**config.mk**
```make
export PLATFORM = sky130hd
export DESIGN_NAME = strobed_bidir_port
export DESIGN_NICKNAME = d
export VERILOG_FILES = /design/src/rtl/sbp_pkg.sv /design/src/rtl/sbp_sync.sv /design/src/rtl/sbp_cpu_if.sv /design/src/rtl/sbp_out_side.sv /design/src/rtl/sbp_in_side.sv /design/src/rtl/strobed_bidir_port.sv
export SDC_FILE = /design/constraint.sdc
export NUM_CORES = 1
export LEC_CHECK = 0
export BUFFER_PORTS_ARGS = -buffer_cell sky130_fd_sc_hd__buf_2
export CAP_MARGIN = 30
export CORE_UTILIZATION = 51
export CTS_BUF_LIST = sky130_fd_sc_hd__clkbuf_8 sky130_fd_sc_hd__clkbuf_16
export DETAILED_ROUTE_END_ITERATION = 10
export GPL_TIMING_DRIVEN = 0
export HOLD_SLACK_MARGIN = 0.05
export PLACE_DENSITY_LB_ADDON = 0.15
export SYNTH_ARGS = -nofsm -noshare
export SYNTH_HDL_FRONTEND = slang
export SYNTH_SLANG_ARGS = --single-unit
```
**constraint.sdc**
```tcl
create_clock -name clk -period 1.36 [get_ports clk]
set_input_delay 0.068 -clock clk [delete_from_list [all_inputs] [get_ports clk]]
set_output_delay 0.068 -clock clk [all_outputs]
set_load 0.02 [all_outputs]
```
**src/rtl/sbp_pkg.sv**
```systemverilog
package sbp_pkg;
   localparam logic [1:0] ADDR_DATA = 2'd0;
   localparam logic [1:0] ADDR_STAT = 2'd2;
   localparam logic [1:0] ADDR_CTRL = 2'd3;

   // status byte bit positions (decoded by software)
   localparam int ST_OBF   = 7;
   localparam int ST_OMASK = 6;
   localparam int ST_IBF   = 5;
   localparam int ST_IMASK = 4;
   localparam int ST_INTR  = 3;

   // control word fields
   localparam int          CW_MODE    = 7;
   localparam logic [2:0]  IDX_OMASK  = 3'd6;
   localparam logic [2:0]  IDX_IMASK  = 3'd4;

   typedef struct packed {
      logic mode_set;
      logic omask_set;
      logic omask_clr;
      logic imask_set;
      logic imask_clr;
   } ctrl_cmd_t;
endpackage

```
**src/rtl/sbp_sync.sv**
```systemverilog
module sbp_sync #(
   parameter int   STAGES    = 2,
   parameter logic RESET_VAL = 1'b1
) (
   input  logic clk,
   input  logic rst_n,
   input  logic d,
   output logic q
);
   logic [STAGES-1:0] chain;

   always_ff @(posedge clk or negedge rst_n) begin
      if (!rst_n) chain[0] <= RESET_VAL;
      else        chain[0] <= d;
   end

   for (genvar i = 1; i < STAGES; i++) begin : g_stage
      always_ff @(posedge clk or negedge rst_n) begin
         if (!rst_n) chain[i] <= RESET_VAL;
         else        chain[i] <= chain[i-1];
      end
   end

   assign q = chain[STAGES-1];
endmodule

```
**src/rtl/sbp_cpu_if.sv**
```systemverilog
module sbp_cpu_if
   import sbp_pkg::*;
#(
   parameter int DATA_W = 8
) (
   input  logic              clk,
   input  logic              rst_n,
   input  logic              cpu_sel,
   input  logic [1:0]        cpu_addr,
   input  logic              cpu_wr_n,
   input  logic              cpu_rd_n,
   input  logic [DATA_W-1:0] cpu_wdata,
   output logic [DATA_W-1:0] wdat,
   output logic              wr_data_active,
   output logic              wr_data_done,
   output logic              rd_data_active,
   output logic              rd_data_done,
   output ctrl_cmd_t         cmd
);
   logic              wr_act, rd_act;
   logic              wr_act_q, rd_act_q;
   logic [1:0]        wr_addr_q, rd_addr_q;
   logic [DATA_W-1:0] wdat_q;
   logic              wr_done, rd_done, ctrl_done;
   logic [2:0]        bit_idx;

   assign wr_act = cpu_sel & ~cpu_wr_n;
   assign rd_act = cpu_sel & ~cpu_rd_n;

   always_ff @(posedge clk or negedge rst_n) begin
      if (!rst_n) begin
         wr_act_q  <= 1'b0;
         rd_act_q  <= 1'b0;
         wr_addr_q <= '0;
         rd_addr_q <= '0;
         wdat_q    <= '0;
      end else begin
         wr_act_q <= wr_act;
         rd_act_q <= rd_act;
         if (wr_act) begin
            wr_addr_q <= cpu_addr;
            wdat_q    <= cpu_wdata;
         end
         if (rd_act) rd_addr_q <= cpu_addr;
      end
   end

   // commit on the trailing edge of the strobe
   assign wr_done = wr_act_q & ~wr_act;
   assign rd_done = rd_act_q & ~rd_act;

   assign wdat           = wdat_q;
   assign wr_data_active = wr_act & (cpu_addr == ADDR_DATA);
   assign wr_data_done   = wr_done & (wr_addr_q == ADDR_DATA);
   assign rd_data_active = rd_act & (cpu_addr == ADDR_DATA);
   assign rd_data_done   = rd_done & (rd_addr_q == ADDR_DATA);

   assign ctrl_done = wr_done & (wr_addr_q == ADDR_CTRL);
   assign bit_idx   = wdat_q[3:1];

   always_comb begin
      cmd = '0;
      if (ctrl_done) begin
         if (wdat_q[CW_MODE]) begin
            cmd.mode_set = 1'b1;
         end else if (bit_idx == IDX_OMASK) begin
            cmd.omask_set = wdat_q[0];
            cmd.omask_clr = ~wdat_q[0];
         end else if (bit_idx == IDX_IMASK) begin
            cmd.imask_set = wdat_q[0];
            cmd.imask_clr = ~wdat_q[0];
         end
      end
   end
endmodule

```
**src/rtl/sbp_out_side.sv**
```systemverilog
module sbp_out_side
   import sbp_pkg::*;
#(
   parameter int DATA_W = 8
) (
   input  logic              clk,
   input  logic              rst_n,
   input  logic [DATA_W-1:0] wdat,
   input  logic              wr_data_active,
   input  logic              wr_data_done,
   input  logic              ack_s,
   input  ctrl_cmd_t         cmd,
   output logic              obf_n,
   output logic              out_mask,
   output logic              out_irq,
   output logic [DATA_W-1:0] pbus_out,
   output logic              pbus_oe
);
   logic [DATA_W-1:0] out_latch;
   logic              irq_q;
   logic              irq_set;

   always_ff @(posedge clk or negedge rst_n) begin
      if (!rst_n) out_latch <= '0;
      else if (wr_data_done) out_latch <= wdat;
   end

   always_ff @(posedge clk or negedge rst_n) begin
      if (!rst_n)            obf_n <= 1'b1;
      else if (cmd.mode_set) obf_n <= 1'b1;
      else if (wr_data_done) obf_n <= 1'b0;
      else if (!ack_s)       obf_n <= 1'b1;
   end

   always_ff @(posedge clk or negedge rst_n) begin
      if (!rst_n)                               out_mask <= 1'b0;
      else if (cmd.mode_set || cmd.omask_clr)   out_mask <= 1'b0;
      else if (cmd.omask_set)                   out_mask <= 1'b1;
   end

   assign irq_set = obf_n & out_mask & ack_s & ~wr_data_active & ~wr_data_done;

   always_ff @(posedge clk or negedge rst_n) begin
      if (!rst_n)                               irq_q <= 1'b0;
      else if (cmd.mode_set || wr_data_active) irq_q <= 1'b0;
      else if (irq_set)                         irq_q <= 1'b1;
   end

   assign out_irq  = irq_q & out_mask;
   assign pbus_out = out_latch;
   assign pbus_oe  = ~ack_s;
endmodule

```
**src/rtl/sbp_in_side.sv**
```systemverilog
module sbp_in_side
   import sbp_pkg::*;
#(
   parameter int DATA_W = 8
) (
   input  logic              clk,
   input  logic              rst_n,
   input  logic [DATA_W-1:0] pbus_in,
   input  logic              stb_s,
   input  logic              rd_data_active,
   input  logic              rd_data_done,
   input  ctrl_cmd_t         cmd,
   output logic              ibf,
   output logic              in_mask,
   output logic              in_irq,
   output logic [DATA_W-1:0] in_latch
);
   logic irq_q;
   logic irq_set;

   always_ff @(posedge clk or negedge rst_n) begin
      if (!rst_n)      in_latch <= '0;
      else if (!stb_s) in_latch <= pbus_in;
   end

   always_ff @(posedge clk or negedge rst_n) begin
      if (!rst_n)            ibf <= 1'b0;
      else if (cmd.mode_set) ibf <= 1'b0;
      else if (!stb_s)       ibf <= 1'b1;
      else if (rd_data_done) ibf <= 1'b0;
   end

   always_ff @(posedge clk or negedge rst_n) begin
      if (!rst_n)                              in_mask <= 1'b0;
      else if (cmd.mode_set || cmd.imask_clr)  in_mask <= 1'b0;
      else if (cmd.imask_set)                  in_mask <= 1'b1;
   end

   assign irq_set = ibf & in_mask & stb_s & ~rd_data_active & ~rd_data_done;

   always_ff @(posedge clk or negedge rst_n) begin
      if (!rst_n)                               irq_q <= 1'b0;
      else if (cmd.mode_set || rd_data_active) irq_q <= 1'b0;
      else if (irq_set)                         irq_q <= 1'b1;
   end

   assign in_irq = irq_q & in_mask;
endmodule

```
**src/rtl/strobed_bidir_port.sv**
```systemverilog
module strobed_bidir_port
   import sbp_pkg::*;
#(
   parameter int DATA_W      = 8,
   parameter int SYNC_STAGES = 2
) (
   input  logic              clk,
   input  logic              rst_n,
   input  logic              cpu_sel,
   input  logic [1:0]        cpu_addr,
   input  logic              cpu_wr_n,
   input  logic              cpu_rd_n,
   input  logic [DATA_W-1:0] cpu_wdata,
   output logic [DATA_W-1:0] cpu_rdata,
   input  logic [DATA_W-1:0] pbus_in,
   output logic [DATA_W-1:0] pbus_out,
   output logic              pbus_oe,
   input  logic              ack_n,
   input  logic              stb_n,
   output logic              obf_n,
   output logic              ibf,
   output logic              intr
);
   if (DATA_W < 8) begin : g_bad_width
      $error("strobed_bidir_port: DATA_W must be at least 8");
   end
   if (SYNC_STAGES < 2) begin : g_bad_sync
      $error("strobed_bidir_port: SYNC_STAGES must be at least 2");
   end

   logic              ack_s, stb_s;
   logic [DATA_W-1:0] wdat;
   logic              wr_data_active, wr_data_done;
   logic              rd_data_active, rd_data_done;
   ctrl_cmd_t         cmd;
   logic              out_mask, in_mask, out_irq, in_irq;
   logic [DATA_W-1:0] in_latch;
   logic [DATA_W-1:0] status;

   sbp_sync #(.STAGES(SYNC_STAGES), .RESET_VAL(1'b1)) ack_sync_i (
      .clk(clk), .rst_n(rst_n), .d(ack_n), .q(ack_s));
   sbp_sync #(.STAGES(SYNC_STAGES), .RESET_VAL(1'b1)) stb_sync_i (
      .clk(clk), .rst_n(rst_n), .d(stb_n), .q(stb_s));

   sbp_cpu_if #(.DATA_W(DATA_W)) cpu_if_i (
      .clk(clk), .rst_n(rst_n), .cpu_sel(cpu_sel), .cpu_addr(cpu_addr),
      .cpu_wr_n(cpu_wr_n), .cpu_rd_n(cpu_rd_n), .cpu_wdata(cpu_wdata),
      .wdat(wdat), .wr_data_active(wr_data_active), .wr_data_done(wr_data_done),
      .rd_data_active(rd_data_active), .rd_data_done(rd_data_done), .cmd(cmd));

   sbp_out_side #(.DATA_W(DATA_W)) out_i (
      .clk(clk), .rst_n(rst_n), .wdat(wdat), .wr_data_active(wr_data_active),
      .wr_data_done(wr_data_done), .ack_s(ack_s), .cmd(cmd), .obf_n(obf_n),
      .out_mask(out_mask), .out_irq(out_irq), .pbus_out(pbus_out), .pbus_oe(pbus_oe));

   sbp_in_side #(.DATA_W(DATA_W)) in_i (
      .clk(clk), .rst_n(rst_n), .pbus_in(pbus_in), .stb_s(stb_s),
      .rd_data_active(rd_data_active), .rd_data_done(rd_data_done), .cmd(cmd),
      .ibf(ibf), .in_mask(in_mask), .in_irq(in_irq), .in_latch(in_latch));

   assign intr = in_irq | out_irq;

   always_comb begin
      status           = '0;
      status[ST_OBF]   = obf_n;
      status[ST_OMASK] = out_mask;
      status[ST_IBF]   = ibf;
      status[ST_IMASK] = in_mask;
      status[ST_INTR]  = intr;
   end

   always_comb begin
      case (cpu_addr)
         ADDR_DATA: cpu_rdata = in_latch;
         ADDR_STAT: cpu_rdata = status;
         default:   cpu_rdata = '0;
      endcase
   end
endmodule

```
==> results.ini, run 1 <==
[final_layout]
final_cells=256
drive_gt1_share_pct=40.1
fin_area_um2=2280
antenna_cells=0
synthToLayoutAreaGrowth_pct=36.1
final_nets=236

[setup_path]
path_max_fanout=2
slowest_delay_ns=0.38
regToRegSetupSlack_ns=0.09
rr_endpoint=in_i.irq_q$_DFFE_PN0P_
worstSetupStartpointType=flop
crit_slowest_cell=dfrtp_1
crit_chain=a22o_1 -> mux2i_1 -> nor2_1 -> buf_2
crit_type=flop to primary output
r2r_start=stb_sync_i.q$_DFF_PN1_
endpoint_kind=primary output
cp.arrival_ns=1.27
cp_data_required_time_ns=1.29
r2r_cells=3

[grt]
met2_usage_pct=36.4
grt.overflow.total=0
grt_pass1_wl_um=5660
use_met1_pct=27.3
antenna_found_initial=0
grt_pass1_vias=1293
grt_max_degree=41
track_usage_pct=22.2
top_usage_layer=met2
use_met3_pct=5.46

[clocking]
cts_tree=done
cts-root-buf=clkbuf_8
cts.sinks=40
cts_buffer_depth=2
clk_latency_ns=0.29
htreeDepth=2
cts_inserted_buffers=5
cts.clk_slew.worst_paths_ns=0.07

[synth]
synthTopCellsByArea=dfrtp_1 52%, mux2_2 12%, dfstp_2 7.9%
synth_cell_types=31
synthesis.nets=164
yosys_register_bits=40
synthCells=139
synthArstFlopShare_pct=100
synthFlopType=dfrtp_1
syn_area_per_cell_um2=12.0
synth-edff-count=0
synth_warnings=0
netlist.area_leader.share_pct=52.4
mappedNetlistArea_um2=1670
netlist_top_cells_count=35 x dfrtp_1, 31 x nand2_1, 18 x mux2_2
yosysMostFrequentCell=dfrtp_1
synth-seq-area-share_pct=60.2
yosysTopAreaCell=dfrtp_1

[drt]
dr_total_vias=1293
detail-route-antenna-nets=0
routedWlPerCell_um=13.7
drt_iter0_markers=66
drc=0
via_per_inst=5.05
drt-total-wl_um=3510
firstDrtPassIters=4

[min_path]
hold_start=cpu_rd_n
holdCritPathClass=input pin to flop
min_to=cpu_if_i.rd_act_q$_DFF_PN0_
whs_path_depth=3

[place]
placed_cells=225
portBuffers=42
gp_congestion=0.778
hpwl_um=2310
placed_area_um2=1940
place_ws_ns=-0.00771

[timing]
setup_violations=0
grt_setup_unrepaired=yes
fmax_mhz=746
worst_pin_slew_ns=0.855
slew_headroom_pct=43.0
finalCritPeriodShare_pct=98.5
setup_slack_ns=0.0198
timing.hold.ws_ns=0.0696
fin_skew_ns=0.00392
final_max_slew_viol_count=0
fin_crit_ns=1.34
final_hold_viol_count=0

[floorplanning]
die_x_um=59.3
placeableCoreArea_um2=3080
io_pins=45
die_area_um2=3510
die_h_um=59.3
initial_core_util_pct=54.3
num_rows=20

[power]
power.density_nw_per_um2=1350
peakVddDrop_mv=0.799
finalPower_mw=3.06
power.leakage_nw=1.15

[flow_run]
max_cap_violations=0

[run_status]
outcome=complete, no violations

## registers in the layout, summed over array words and instances, names as in the netlist, 2 cells and up
signal and cells:
in_i.in_latch 8, cpu_if_i.rd_addr_q 2, cpu_if_i.wdat 8, cpu_if_i.wr_addr_q 2, out_i.pbus_out 8
## stage by stage
step	util, %	TNS (ns)
after floorplan	-	0
after global placement	63.0	0
after detailed placement	63.0	-0.00771
after CTS	73.0	0
after global routing	73.9	-0.0702
final	73.9	0
## metal layers
metal	part of all wire (%)	wire length, um
met5	0	0
met4	1.9	68
met3	4.1	142
met2	52	1830
met1	42	1460
## worst max path at each step
| stage | start | end | cells after the start |
|---|---|---|---|
| 2_1_floorplan | stb_sync_i.q$_DFF_PN1_ | in_i.irq_q$_DFFE_PN0P_ | 4 |
| 3_3_place_gp | stb_sync_i.q$_DFF_PN1_ | in_i.irq_q$_DFFE_PN0P_ | 4 |
| 3_5_place_dp | stb_sync_i.q$_DFF_PN1_ | in_i.irq_q$_DFFE_PN0P_ | 4 |
| 4_1_cts | in_i.irq_q$_DFFE_PN0P_ | cpu_rdata[3] | 4 |
| 5_1_grt | stb_sync_i.q$_DFF_PN1_ | in_i.irq_q$_DFFE_PN0P_ | 3 |
| 6_report | in_i.irq_q$_DFFE_PN0P_ | cpu_rdata[3] | 4 |
## final cells by class
class,instances,area [um^2]
buffer,6,33.8
clock buffer,5,68.8
clock inverter,3,38.8
fill,226,802
inverter,3,11.3
multi-input combinational,89,623
sequential,40,1010
tap,44,55.1
timing repair buffer,66,438
## cells in the final DEF, fill, tap and decap left out, types with 4 or more instances in the layout
| cell type | synthesis | final |
|---|---|---|
| dfrtp_1 | 35 | 35 |
| inv_1 | 3 | 4 |
| buf_2 | 4 | 45 |
| and2_1 | 4 | 4 |
| nor2_1 | 7 | 7 |
| dfstp_2 | 5 | 5 |
| clkbuf_8 | 0 | 5 |
| mux2_2 | 18 | 18 |
| mux2i_1 | 5 | 5 |
| buf_4 | 0 | 5 |
| nand2_1 | 31 | 31 |
| dlygate4sd3_1 | 0 | 19 |
## critical path: cells and delay by family (launching register included)
| family | cells | cell delay (ns) |
|---|---|---|
| AOI/OAI and AO/OA | 1 | 0.25 |
| buffers and inverters | 1 | 0.17 |
| DFF | 1 | 0.38 |
| muxes | 1 | 0.13 |
| and+or+nand+nor | 1 | 0.05 |
## repair_timing
| action | 4_1_cts | 5_1_grt |
|---|---|---|
| setup endpoints to repair | 2 | 5 |
| endpoints found under the hold margin | 53 | 0 |
| hold buffers | 19 | 0 |
| setup buffers | 2 | 3 |
| gates resized for setup | 0 | 1 |
## where the power goes
| group | switching (mW) | internal (mW) | leakage (nW) |
|---|---|---|---|
| clock network | 0.401 | 0.537 | 0.0593 |
| registers | 0.115 | 1.38 | 0.483 |
| logic | 0.329 | 0.299 | 0.608 |
| total | 0.845 | 2.22 | 1.15 |
## logic make-up (layout without fill, tap and decap cells)
kind of cell           Yosys count  count (layout)  synth area share, %
AO/OA/AOI/OAI                   12              12                 5.91
buffers and inverters           10              83                 2.99
flip-flops                      40              40                 60.2
multiplexers                    23              23                 15.1
AND/OR/NAND/NOR                 54              54                 15.8
Power figures use the tool's default switching activity.
==> run 2: changes to the inputs <==
--- a/config.mk
+++ b/config.mk
@@ -13,6 +13,8 @@
 export GPL_TIMING_DRIVEN = 0
 export HOLD_SLACK_MARGIN = 0.05
 export PLACE_DENSITY_LB_ADDON = 0.15
+export SETUP_SLACK_MARGIN = 0.3
+export SKIP_CTS_REPAIR_TIMING = 1
 export SYNTH_ARGS = -nofsm -noshare
 export SYNTH_HDL_FRONTEND = slang
 export SYNTH_SLANG_ARGS = --single-unit
==> run 2 against run 1 <==
Effect of this change:
- the flow now finishes with violations (hold timing, setup timing)
- cell area up 14%
- largest power group unchanged
- largest cell class unchanged
- utilization rose by 10 points
- count of clock-buffer cells in the layout did not move
- maximum frequency fell by 2.8%
==> results.ini, run 2 (synthesized netlist as in run 1, its figures left out) <==
[setup_path]
crit_slowest_cell=dfrtp_1  ; unchanged
path_max_fanout=3  ; was 2
cp.arrival_ns=1.31  ; was 1.27 ns
endpoint_kind=primary output  ; unchanged
crit_chain=a22o_1 -> mux2i_1 -> nor2_2 -> buf_6  ; was a22o_1 -> mux2i_1 -> nor2_1 -> buf_2
rr_endpoint=in_i.irq_q$_DFFE_PN0P_  ; unchanged
r2r_cells=4  ; was 3
slowest_delay_ns=0.40  ; was 0.38 ns
worstSetupStartpointType=flop  ; unchanged
cp_data_required_time_ns=1.29  ; about the same
r2r_start=stb_sync_i.q$_DFF_PN1_  ; unchanged
crit_type=flop to primary output  ; unchanged
regToRegSetupSlack_ns=0.06  ; was 0.09 ns

[clocking]
cts.clk_slew.worst_paths_ns=0.08  ; was 0.07 ns
clk_latency_ns=0.30  ; was 0.29 ns
cts.sinks=40  ; unchanged
cts-root-buf=clkbuf_8  ; unchanged
cts_inserted_buffers=5  ; unchanged
cts_tree=done  ; unchanged
htreeDepth=2  ; unchanged
cts_buffer_depth=2  ; unchanged

[floorplanning]
die_h_um=59.3  ; unchanged
placeableCoreArea_um2=3080  ; unchanged
num_rows=20  ; unchanged
die_x_um=59.3  ; unchanged
die_area_um2=3510  ; unchanged
initial_core_util_pct=54.3  ; unchanged
io_pins=45  ; unchanged

[run_status]
violations=hold timing, setup timing
outcome=finished with violations  ; was complete, no violations

[drt]
drc=0  ; unchanged
detail-route-antenna-nets=0  ; unchanged
drt-total-wl_um=4250  ; was 3510 um
drt_iter0_markers=58  ; was 66
via_per_inst=5.25  ; was 5.05
routedWlPerCell_um=15.7  ; was 13.7 um
dr_total_vias=1417  ; was 1293
firstDrtPassIters=5  ; was 4

[timing]
final_hold_viol_count=35  ; was 0
slew_headroom_pct=43.1  ; was 43.0%
final_max_slew_viol_count=0  ; unchanged
finalCritPeriodShare_pct=101  ; was 98.5%
setup_violations=1  ; was 0
worst_pin_slew_ns=0.853  ; was 0.855 ns
fmax_mhz=725  ; was 746 MHz
grt_setup_unrepaired=yes  ; unchanged
fin_skew_ns=0.00722  ; was 0.00392 ns
timing.hold.ws_ns=-0.123  ; was 0.0696 ns
fin_crit_ns=1.38  ; was 1.34 ns
setup_slack_ns=-0.0191  ; was 0.0198 ns
fin_setup_tns_ns=-0.0191  ; was 0 ns

[power]
peakVddDrop_mv=1.27  ; was 0.799 mV
intPower_mw=2.35  ; was 2.22 mW
p_clk_share_pct=28.7  ; was 30.6%
swShare_pct=28.0  ; was 27.6%
p_comb_share_pct=24.9  ; was 20.5%
power.density_nw_per_um2=1260  ; was 1350 nW/um^2
p_seq_share_pct=46.4  ; was 48.9%
p_switching_uw=912  ; was 845 uW
power.leakage_nw=1.32  ; was 1.15 nW

[final_layout]
final_core_util_pct=84.0  ; was 73.9%
antenna_cells=0  ; unchanged
final_nets=250  ; was 236
final_cell_mix=38 x buf_2, 34 x dfrtp_1, 31 x nand2_1  ; was 45 x buf_2, 35 x dfrtp_1, 31 x nand2_1
layout_commonest_cell=buf_2  ; unchanged
synthToLayoutAreaGrowth_pct=54.6  ; was 36.1%
drive_gt1_share_pct=50.4  ; was 40.1%

[grt]
track_usage_pct=21.1  ; was 22.2%
grt_pass1_wl_um=5150  ; was 5660 um
grt_max_degree=41  ; unchanged
antenna_found_initial=0  ; unchanged
grt.overflow.total=0  ; unchanged
grt_pass1_vias=1128  ; was 1293

[min_path]
holdCritPathClass=input pin to asynchronous set/reset pin  ; was input pin to flop

[place]
portBuffers=42  ; unchanged
hpwl_um=2300  ; was 2310 um
gp_congestion=0.779  ; was 0.778

[flow_run]
max_cap_violations=0  ; unchanged

[run 2: metal layers]
layer | global-route usage (%) | share of wire, %
met5 | 0 | 0
met4 | 9.18 | 1.4
met3 | 7.86 | 4.7
met1 | 24.6 | 42
met2 | 34.7 | 52
[run 2: worst max-delay path: cells and delay by family (launching register included)]
family / cells / cell delay, ns
flip-flops: 1 / 0.40
AO/OA/AOI/OAI: 1 / 0.24
multiplexers: 1 / 0.18
buffers and inverters: 1 / 0.14
AND/OR/NAND/NOR: 1 / 0.06
[run 2: power by group through the flow]
stage | Combinational, mW | Sequential [mW] | Clock (mW)
2_1_floorplan | 0.274 | 1.60 | 0
3_3_place_gp | 0.567 | 1.50 | 0
3_5_place_dp | 0.585 | 1.52 | 0
4_1_cts | 0.589 | 1.49 | 0.950
5_1_grt | 0.871 | 1.53 | 1.01
6_report | 0.813 | 1.51 | 0.936
[run 2: area by class of cell]
cell class	count	area (um^2)
tap	44	55.1
fill	165	492
clock buffer	5	68.8
buffer	7	48.8
inverter	3	11.3
multi-input combinational	90	763
timing repair buffer	78	592
clock inverter	3	38.8
sequential	40	1010
[run 2: how the worst max path moves through the flow]
stage	start	endpoint	slack [ns]
after detailed placement	stb_sync_i.q$_DFF_PN1_	in_i.irq_q$_DFFE_PN0P_	0.12
after floorplan	stb_sync_i.q$_DFF_PN1_	in_i.irq_q$_DFFE_PN0P_	0.19
final	in_i.in_mask$_DFFE_PN0P_	cpu_rdata[3]	-0.02
after global routing	in_i.in_mask$_DFFE_PN0P_	cpu_rdata[3]	-0.07
after CTS	in_i.in_mask$_DFFE_PN0P_	cpu_rdata[3]	-0.04
after global placement	stb_sync_i.q$_DFF_PN1_	in_i.irq_q$_DFFE_PN0P_	0.13
[run 2: through the flow]
| step | hold slack (ns) | worst slack, ns | area [um^2] | power [mW] | cells |
|---|---|---|---|---|---|
| after floorplan | -0.228 | 0.187 | 1690 | 1.87 | 139 |
| after global placement | 0.174 | 0.133 | 1960 | 2.06 | 225 |
| after detailed placement | 0.174 | 0.116 | 1960 | 2.10 | 225 |
| after CTS | -0.144 | -0.0378 | 2060 | 3.03 | 233 |
| after global routing | -0.0493 | -0.0684 | 2590 | 3.41 | 270 |
| final | -0.123 | -0.0191 | 2590 | 3.26 | 270 |
==> run 3: changes to the inputs <==
--- a/config.mk
+++ b/config.mk
@@ -7,7 +7,9 @@
 export LEC_CHECK = 0
 export BUFFER_PORTS_ARGS = -buffer_cell sky130_fd_sc_hd__buf_2
 export CAP_MARGIN = 30
-export CORE_UTILIZATION = 51
+export CELL_PAD_IN_SITES_DETAIL_PLACEMENT = 1
+export CELL_PAD_IN_SITES_GLOBAL_PLACEMENT = 2
+export CORE_UTILIZATION = 33
 export CTS_BUF_LIST = sky130_fd_sc_hd__clkbuf_8 sky130_fd_sc_hd__clkbuf_16
 export DETAILED_ROUTE_END_ITERATION = 10
 export GPL_TIMING_DRIVEN = 0
==> run 3 against run 2 <==
Effect of this change:
- the flow still finishes with violations (hold timing, setup timing)
- cell area shrank 0.92%
- register-to-register slack gained 0.02 ns
- clock power shrank 12%
- flip-flop and latch count is the same
- wire length shrank 0.40%
- first-iteration DRC count shrank 57%
- worst hold slack gained 0.034 ns
- largest cell class unchanged
- largest power group unchanged
==> results.ini, run 3 (synthesized netlist as in run 1, its figures left out) <==
[run_status]
outcome=finished with violations  ; unchanged
violations=hold timing, setup timing  ; unchanged

[timing]
setup_violations=1  ; unchanged
setup_slack_ns=-0.0263  ; was -0.0191 ns
final_max_slew_viol_count=0  ; unchanged
fin_crit_ns=1.39  ; was 1.38 ns
slew_headroom_pct=38.8  ; was 43.1%
finalCritPeriodShare_pct=102  ; was 101%
grt_setup_unrepaired=yes  ; unchanged
fin_setup_tns_ns=-0.0263  ; was -0.0191 ns
fin_skew_ns=0.00641  ; was 0.00722 ns
fmax_mhz=721  ; was 725 MHz
worst_pin_slew_ns=0.919  ; was 0.853 ns
timing.hold.ws_ns=-0.0897  ; was -0.123 ns
final_hold_viol_count=35  ; unchanged

[final_layout]
drive_gt1_share_pct=47.5  ; was 50.4%
synthToLayoutAreaGrowth_pct=53.2  ; was 54.6%
final_core_util_pct=53.5  ; was 84.0%
final_nets=247  ; was 250
final_cell_mix=36 x buf_2, 35 x dfrtp_1, 31 x nand2_1  ; was 38 x buf_2, 34 x dfrtp_1, 31 x nand2_1
layout_commonest_cell=buf_2  ; unchanged
antenna_cells=0  ; unchanged
multiInputGateArea_um2=732  ; was 763 um^2
final_cells=290  ; was 270
seq_area_um2=1010  ; about the same
fill_cells=537  ; was 165

[clocking]
cts_tree=done  ; unchanged
cts_buffer_depth=2  ; unchanged
clk_latency_ns=0.28  ; was 0.30 ns
cts-root-buf=clkbuf_8  ; unchanged
cts.sinks=40  ; unchanged
cts_inserted_buffers=5  ; unchanged
cts.clk_slew.worst_paths_ns=0.08  ; about the same
htreeDepth=2  ; unchanged

[drt]
routedWlPerCell_um=14.6  ; was 15.7 um
drc=0  ; unchanged
dr_total_vias=1360  ; was 1417
via_per_inst=4.69  ; was 5.25
firstDrtPassIters=4  ; was 5
detail-route-antenna-nets=0  ; unchanged
drt-total-wl_um=4230  ; was 4250 um
drt_iter0_markers=25  ; was 58

[flow_run]
max_cap_violations=0  ; unchanged

[grt]
grt_max_degree=41  ; unchanged
grt_pass1_wl_um=6070  ; was 5150 um
grt_pass1_vias=1267  ; was 1128
track_usage_pct=15.3  ; was 21.1%
grt.overflow.total=0  ; unchanged
antenna_found_initial=0  ; unchanged

[setup_path]
endpoint_kind=primary output  ; unchanged
cp_data_required_time_ns=1.29  ; about the same
cp.arrival_ns=1.32  ; was 1.31 ns
worstSetupStartpointType=flop  ; unchanged
crit_slowest_cell=dfrtp_1  ; unchanged
crit_type=flop to primary output  ; unchanged
slowest_delay_ns=0.43  ; was 0.40 ns
crit_chain=a22o_1 -> mux2i_1 -> nor2_2 -> buf_6  ; unchanged
path_max_fanout=4  ; was 3

[floorplanning]
die_h_um=73.2  ; was 59.3 um
num_rows=25  ; was 20
placeableCoreArea_um2=4790  ; was 3080 um^2
die_x_um=73.2  ; was 59.3 um
die_area_um2=5360  ; was 3510 um^2
initial_core_util_pct=35.0  ; was 54.3%
io_pins=45  ; unchanged

[place]
placed_cells=248  ; was 225
gp_congestion=0.802  ; was 0.779
hpwl_um=2680  ; was 2300 um
portBuffers=42  ; unchanged

[power]
power.density_nw_per_um2=1220  ; was 1260 nW/um^2
peakVddDrop_mv=0.708  ; was 1.27 mV
power.leakage_nw=1.29  ; was 1.32 nW

[min_path]
holdCritPathClass=input pin to asynchronous set/reset pin  ; unchanged

run 3: cell type report:
| cell class | instances | area share (%) |
|---|---|---|
| repair buffers | 75 | 22.7 |
| clock buffers | 6 | 3.22 |
| inverters | 3 | 0.439 |
| clock inverters | 2 | 0.586 |
| plain buffers | 7 | 1.90 |
| flip-flops and latches | 40 | 39.3 |
| well taps | 67 | 3.27 |
| multi-input cells | 90 | 28.6 |
run 3: power breakdown:
part	leakage (nW)	internal [mW]	switching, mW
sequential	0.483	1.38	0.124
combinational	0.762	0.423	0.369
clock	0.0434	0.411	0.415
total	1.29	2.21	0.908
run 3: critical path, delay by kind of cell (launching register included):
kind | cells | cell delay, ns
flops | 1 | 0.43
mux | 1 | 0.17
compound gates | 1 | 0.24
buf+inv | 1 | 0.14
simple gates | 1 | 0.05
run 3: worst paths after layout:
check,depth (start not counted),end,slack (ns),from
min in group clk,3,cpu_if_i.rd_act_q$_DFF_PN0_,0.09,cpu_rd_n
worst max register to register,4,in_i.irq_q$_DFFE_PN0P_,0.08,stb_sync_i.q$_DFF_PN1_
worst min register to register,0,ack_sync_i.q$_DFF_PN1_,0.36,ack_sync_i.chain[0]$_DFF_PN1_
worst min-delay path,1,in_i.in_mask$_DFFE_PN0P_,-0.09,rst_n
max in group asynchronous,1,in_i.in_latch[7]$_DFFE_PN0N_,0.87,rst_n
worst max-delay path,4,cpu_rdata[3],-0.03,in_i.in_mask$_DFFE_PN0P_
run 3: routing by layer:
layer | part of all wire [%] | global-route usage, % | vias up
li1 | - | - | 644
met1 | 45 | 18.8 | 678
met2 | 50 | 25.8 | 33
met3 | 3.9 | 4.42 | 5
met4 | 0.85 | 4.58 | 0
met5 | 0 | 0 | -
run 3: metrics by stage:
stage	instance area (um^2)	total power, mW	setup slack (ns)
floorplan	1690	1.87	0.187
global placement	1990	2.08	0.120
detailed placement	1990	2.11	0.0907
CTS	2080	2.95	-0.0541
global route	2560	3.30	-0.0727
finish	2560	3.12	-0.0263
